===== config.mk =====
export PLATFORM = sky130hd
export DESIGN_NAME = boot_lock_guard
export DESIGN_NICKNAME = d
export VERILOG_FILES = /design/src/rtl/boot_lock_pkg.sv /design/src/rtl/section_decode.sv /design/src/rtl/lock_store.sv /design/src/rtl/access_policy.sv /design/src/rtl/boot_lock_guard.sv
export SDC_FILE = /design/constraint.sdc
export NUM_CORES = 1
export LEC_CHECK = 0
export ABC_AREA = 1
export ABC_CLOCK_PERIOD_IN_PS = 3000
export BUFFER_PORTS_ARGS = -buffer_cell sky130_fd_sc_hd__buf_2
export CORE_MARGIN = 8
export CORE_UTILIZATION = 40
export DETAILED_ROUTE_END_ITERATION = 8
export GPL_TIMING_DRIVEN = 0
export PLACE_DENSITY = 0.79
export SYNTH_ARGS = -nofsm -noshare
export SYNTH_HDL_FRONTEND = slang
export SYNTH_HIERARCHICAL = 1
export SYNTH_SLANG_ARGS = --single-unit
export TNS_END_PERCENT = 5

===== constraint.sdc =====
create_clock -name clk_i -period 3 [get_ports clk_i]
set_input_delay 0.6 -clock clk_i [delete_from_list [all_inputs] [get_ports clk_i]]
set_output_delay 0.6 -clock clk_i [all_outputs]
set_load 0.05 [all_outputs]

===== src/rtl/boot_lock_pkg.sv =====
package boot_lock_pkg;

  typedef enum logic {
    SEC_APP  = 1'b0,
    SEC_BOOT = 1'b1
  } section_e;

  // bit 1: open to cross-section reads, bit 0: open to self-program writes
  typedef struct packed {
    logic rd_open;
    logic wr_open;
  } lock_field_t;

  localparam int unsigned NUM_SIZES = 4;

endpackage


===== src/rtl/section_decode.sv =====
module section_decode
  import boot_lock_pkg::*;
#(
  parameter int unsigned ADDR_W         = 13,
  parameter int unsigned BOOT_MIN_WORDS = 128
) (
  input  logic [ADDR_W-1:0] addr_i,
  input  logic [1:0]        size_sel_i,
  output section_e          sec_o
);

  localparam int unsigned MEM_WORDS = 1 << ADDR_W;

  logic [ADDR_W-1:0] start_tbl [NUM_SIZES];

  for (genvar g = 0; g < NUM_SIZES; g++) begin : g_start
    // larger select -> smaller boot part
    assign start_tbl[g] = ADDR_W'(MEM_WORDS - (BOOT_MIN_WORDS << (NUM_SIZES - 1 - g)));
  end

  assign sec_o = (addr_i >= start_tbl[size_sel_i]) ? SEC_BOOT : SEC_APP;

endmodule


===== src/rtl/lock_store.sv =====
module lock_store
  import boot_lock_pkg::*;
(
  input  logic        clk_i,
  input  logic        rst_ni,
  input  logic        erase_i,
  input  logic        prog_i,
  input  logic [3:0]  prog_data_i,
  output lock_field_t app_o,
  output lock_field_t boot_o
);

  lock_field_t app_q, boot_q;

  always_ff @(posedge clk_i or negedge rst_ni) begin
    if (!rst_ni) begin
      app_q  <= '1;
      boot_q <= '1;
    end else if (erase_i) begin
      app_q  <= '1;
      boot_q <= '1;
    end else if (prog_i) begin
      // program only: 1 -> 0
      app_q  <= app_q  & lock_field_t'(prog_data_i[1:0]);
      boot_q <= boot_q & lock_field_t'(prog_data_i[3:2]);
    end
  end

  assign app_o  = app_q;
  assign boot_o = boot_q;

endmodule


===== src/rtl/access_policy.sv =====
module access_policy
  import boot_lock_pkg::*;
(
  input  section_e    exec_sec_i,
  input  section_e    wr_sec_i,
  input  section_e    rd_sec_i,
  input  lock_field_t app_i,
  input  lock_field_t boot_i,
  input  logic        ivec_in_boot_i,
  output logic        wr_from_boot_o,
  output logic        wr_open_o,
  output logic        rd_open_o,
  output logic        irq_mask_o
);

  lock_field_t wr_fld, rd_fld;

  assign wr_fld = (wr_sec_i == SEC_BOOT) ? boot_i : app_i;
  assign rd_fld = (rd_sec_i == SEC_BOOT) ? boot_i : app_i;

  assign wr_from_boot_o = (exec_sec_i == SEC_BOOT);
  assign wr_open_o      = wr_fld.wr_open;
  assign rd_open_o      = (rd_sec_i == exec_sec_i) || rd_fld.rd_open;

  always_comb begin
    if (ivec_in_boot_i) irq_mask_o = (exec_sec_i == SEC_APP)  && !boot_i.rd_open;
    else                irq_mask_o = (exec_sec_i == SEC_BOOT) && !app_i.rd_open;
  end

endmodule


===== src/rtl/boot_lock_guard.sv =====
module boot_lock_guard
  import boot_lock_pkg::*;
#(
  parameter int unsigned ADDR_W         = 13,
  parameter int unsigned BOOT_MIN_WORDS = 128
) (
  input  logic              clk_i,
  input  logic              rst_ni,
  input  logic              chip_erase_i,
  input  logic [1:0]        boot_size_sel_i,
  input  logic [ADDR_W-1:0] exec_addr_i,
  input  logic              ivec_in_boot_i,
  input  logic              lock_prog_i,
  input  logic [3:0]        lock_prog_data_i,
  input  logic              spm_req_i,
  input  logic [ADDR_W-1:0] spm_addr_i,
  input  logic              rd_req_i,
  input  logic [ADDR_W-1:0] rd_addr_i,
  output logic              spm_ok_o,
  output logic              spm_viol_o,
  output logic              rd_ok_o,
  output logic              rd_deny_o,
  output logic              irq_mask_o,
  output logic [3:0]        lock_state_o
);

  localparam int unsigned NUM_PORTS = 3;  // exec, write target, read target

  logic [ADDR_W-1:0] dec_addr [NUM_PORTS];
  section_e          dec_sec  [NUM_PORTS];

  assign dec_addr[0] = exec_addr_i;
  assign dec_addr[1] = spm_addr_i;
  assign dec_addr[2] = rd_addr_i;

  for (genvar p = 0; p < NUM_PORTS; p++) begin : g_dec
    section_decode #(
      .ADDR_W        (ADDR_W),
      .BOOT_MIN_WORDS(BOOT_MIN_WORDS)
    ) u_dec (
      .addr_i    (dec_addr[p]),
      .size_sel_i(boot_size_sel_i),
      .sec_o     (dec_sec[p])
    );
  end

  lock_field_t app_lk, boot_lk;
  logic        from_boot, wr_open, rd_open;

  access_policy u_policy (
    .exec_sec_i    (dec_sec[0]),
    .wr_sec_i      (dec_sec[1]),
    .rd_sec_i      (dec_sec[2]),
    .app_i         (app_lk),
    .boot_i        (boot_lk),
    .ivec_in_boot_i(ivec_in_boot_i),
    .wr_from_boot_o(from_boot),
    .wr_open_o     (wr_open),
    .rd_open_o     (rd_open),
    .irq_mask_o    (irq_mask_o)
  );

  lock_store u_locks (
    .clk_i      (clk_i),
    .rst_ni     (rst_ni),
    .erase_i    (chip_erase_i),
    .prog_i     (lock_prog_i && from_boot),
    .prog_data_i(lock_prog_data_i),
    .app_o      (app_lk),
    .boot_o     (boot_lk)
  );

  always_ff @(posedge clk_i or negedge rst_ni) begin
    if (!rst_ni) begin
      spm_ok_o   <= 1'b0;
      spm_viol_o <= 1'b0;
      rd_ok_o    <= 1'b0;
      rd_deny_o  <= 1'b0;
    end else begin
      // commands from the application part are dropped silently
      spm_ok_o   <= spm_req_i && from_boot &&  wr_open;
      spm_viol_o <= spm_req_i && from_boot && !wr_open;
      rd_ok_o    <= rd_req_i &&  rd_open;
      rd_deny_o  <= rd_req_i && !rd_open;
    end
  end

  assign lock_state_o = {boot_lk, app_lk};

endmodule


==> results.tsv <==
stage	metric	value	unit
run_status	status	finished, final reports clean	
detailed_routing	drc	0	
clocking	cts_setup_buffers	0	
die	core	1960	µm²
grt	grt_pass1_wl	3.01	mm
power_and_ir_drop	p_leak	0.000825	µW
logic_synthesis	ys_types	13	
detailed_routing	top_layer_used	met4	
power_and_ir_drop	ir_worst_vdd	0.229	mV
logic_synthesis	ys_warn_count	6	
finish	fin_nets	272	
placed_design	routabilityCongestion	0.750	
timing	period_needed	2580	ps
grt	grtUsageTotal	10.3	%
detailed_routing	routed_via_density	4.06	
critical_path	crit_path_cell_trace	buf_2 -> inv_1 -> ha_1 -> nand2_1 -> nand2_1 -> a21oi_1 -> nand2_1 -> nor2_1 -> nand2_1 -> nand2_1 -> buf_2	
die	die_y	61.6	µm
logic_synthesis	syn_area	832	µm²
critical_path	cpMostUsedCell	nand2_1	
min_path	min_path_type	input pin to async pin	
clocking	clk_pin_slew	50	ps
clocking	htree_levels	1	
clocking	clockRootBuffer	clkbuf_4	
timing	rsz0062_at_grt	false	
clocking	cts_buffers	3	
run	maxCapViolCount	0	
clocking	cts_sinks	8	
grt	grt_overflow	0	
logic_synthesis	syn-instance-count	146	
critical_path	cp-end-kind	primary output	
critical_path	path_class	input pin to primary output	
logic_synthesis	ys_ff_latch	8	
power_and_ir_drop	power.density	239	nW/µm²
detailed_routing	final_antenna_net_count	0	
critical_path	critPathTopFamily	buffers and inverters	
finish	drive_above_1_share	37.3	%
timing	setup_viol	0	
finish	syn_to_final_growth	42.9	%
die	rows	16	
critical_path	worstPathArrival	1980	ps
finish	antenna_cells	0	
clocking	clock_path_buffers	2	
timing	timing.final.crit_share	86.1	%
critical_path	critical_path_buf_inv_count	3	
die	start_util	42.4	%
critical_path	crit_path_start_kind	input pin	
detailed_routing	wl_met1	825	µm
placed_design	hpwl	1.91	mm
detailed_routing	drt_first_pass_iters	4	
logic_synthesis	synth.net_count	207	
clocking	cts_resized	0	
critical_path	max_stage_delay	300	ps
timing	fin_skew	0.739	ps
grt	antenna_found_initial	0	
grt	grt_start_max_net_pins	10	
timing	final_hold_viol_count	0	
detailed_routing	route.met2.wl	1.04	mm
detailed_routing	drt-total-wl	2.11	mm
timing	max_slew_margin	81.9	%
critical_path	cp.required	2400	ps
clocking	clk_latency	250	ps
placed_design	dp.cells	233	
timing	fin_setup_tns	0	ps
detailed_routing	drt_iter0_drc	37	
logic_synthesis	yosysSeqAreaShare	24.7	%
detailed_routing	num_vias	958	
detailed_routing	wl_met3	231	µm
power_and_ir_drop	p_total	284	µW
die	dieArea	3800	µm²
grt	grt_pass1_vias	812	
detailed_routing	avgRoutedWirePerCell	8.94	µm
die	die_x	61.6	µm
die	io_pins	61	
timing	worst_pin_slew	268	ps
timing	slew_viol_final	0	
clocking	cts_hold_buf	0	
logic_synthesis	syn_avg_cell_area	5.70	µm²
critical_path	worst_path_max_delay_cell	ha_1	
clocking	cts_tree	yes	
finish	final_cells	236	
critical_path	worstPathMaxFanout	9	
placed_design	portBuffers	60	
timing	fmax	387	MHz
[cells in the mapped netlist]
library cell | n | area (µm²)
nand2_1 | 55 | 206
nand3b_1 | 1 | 7.51
nand2_2 | 4 | 25.0
nor2_1 | 25 | 93.8
buf_4 | 1 | 7.51
o21ai_0 | 1 | 5.00
inv_2 | 3 | 11.3
ha_1 | 9 | 113
dfstp_2 | 4 | 105
dfrtp_1 | 4 | 100
inv_1 | 33 | 124
a21oi_1 | 3 | 15.0
nor2_2 | 3 | 18.8
[cell type report]
| class | instances | area, µm² |
|---|---|---|
| fillers | 225 | 773 |
| multi-input cells | 101 | 484 |
| repair buffers | 60 | 300 |
| flip-flops and latches | 8 | 205 |
| inverters | 36 | 135 |
| well taps | 27 | 33.8 |
| clock buffers | 3 | 22.5 |
| plain buffers | 1 | 7.51 |
[per-stage QoR]
| step | util (%) | hold slack, ps | area, µm² | setup WS [ps] |
|---|---|---|---|---|
| detailed placement | 59.4 | 447 | 1170 | 392 |
| CTS | 60.6 | 174 | 1190 | 386 |
| floorplan | - | 304 | 832 | 676 |
| global route | 60.6 | 175 | 1190 | 262 |
| global placement | 59.4 | 444 | 1170 | 412 |
| finish | 60.6 | 177 | 1190 | 416 |
[registers in the layout, summed over array words and instances, names as in the netlist]
name and cells:
rd_ok_o 1, u_locks/app_o 2, spm_viol_o 1, u_locks/boot_o 2
spm_ok_o 1, rd_deny_o 1
[cell families after synthesis]
family	count (synthesis)	synth area share (%)
adders and majority gates	9	13.5
DFF	8	24.7
and+or+nand+nor	88	42.3
buffers and inverters	37	17.1
AOI/OAI and AO/OA	4	2.40
[power breakdown]
part | switching (µW) | internal (µW)
clock network | 35.9 | 45.7
registers | 0.823 | 111
logic | 48.0 | 43.4
[path summary, 6_finish.rpt]
kind	startpoint	endpoint	slack (ps)	depth (start not counted)
max in group asynchronous	rst_ni	u_locks/app_o[1]	2590	1
max reg2reg	u_locks/app_o[0]	spm_ok_o	1960	4
min reg2reg	u_locks/app_o[0]	u_locks/app_o[0]	470	2
min	rst_ni	spm_ok_o	180	1
max	boot_size_sel_i[1]	irq_mask_o	420	11
min in group clk_i	u_locks/app_o[0]	u_locks/app_o[0]	470	2
[cell usage in the layout, fill, tap and decap left out, drive strengths merged]
master / n
nand2: 59
dfrtp: 4
clkbuf: 3
nor2: 28
nand3b: 1
buf: 61
o21ai: 1
inv: 36
ha: 9
dfstp: 4
a21oi: 3
[layer usage]
| layer | vias to the layer above | track usage (%) |
|---|---|---|
| li1 | 542 | - |
| met1 | 380 | 11.1 |
| met2 | 34 | 18.3 |
| met3 | 2 | 3.34 |
| met4 | 0 | 3.90 |
| met5 | - | 0 |
No activity file was read; power rests on OpenSTA's default activity.
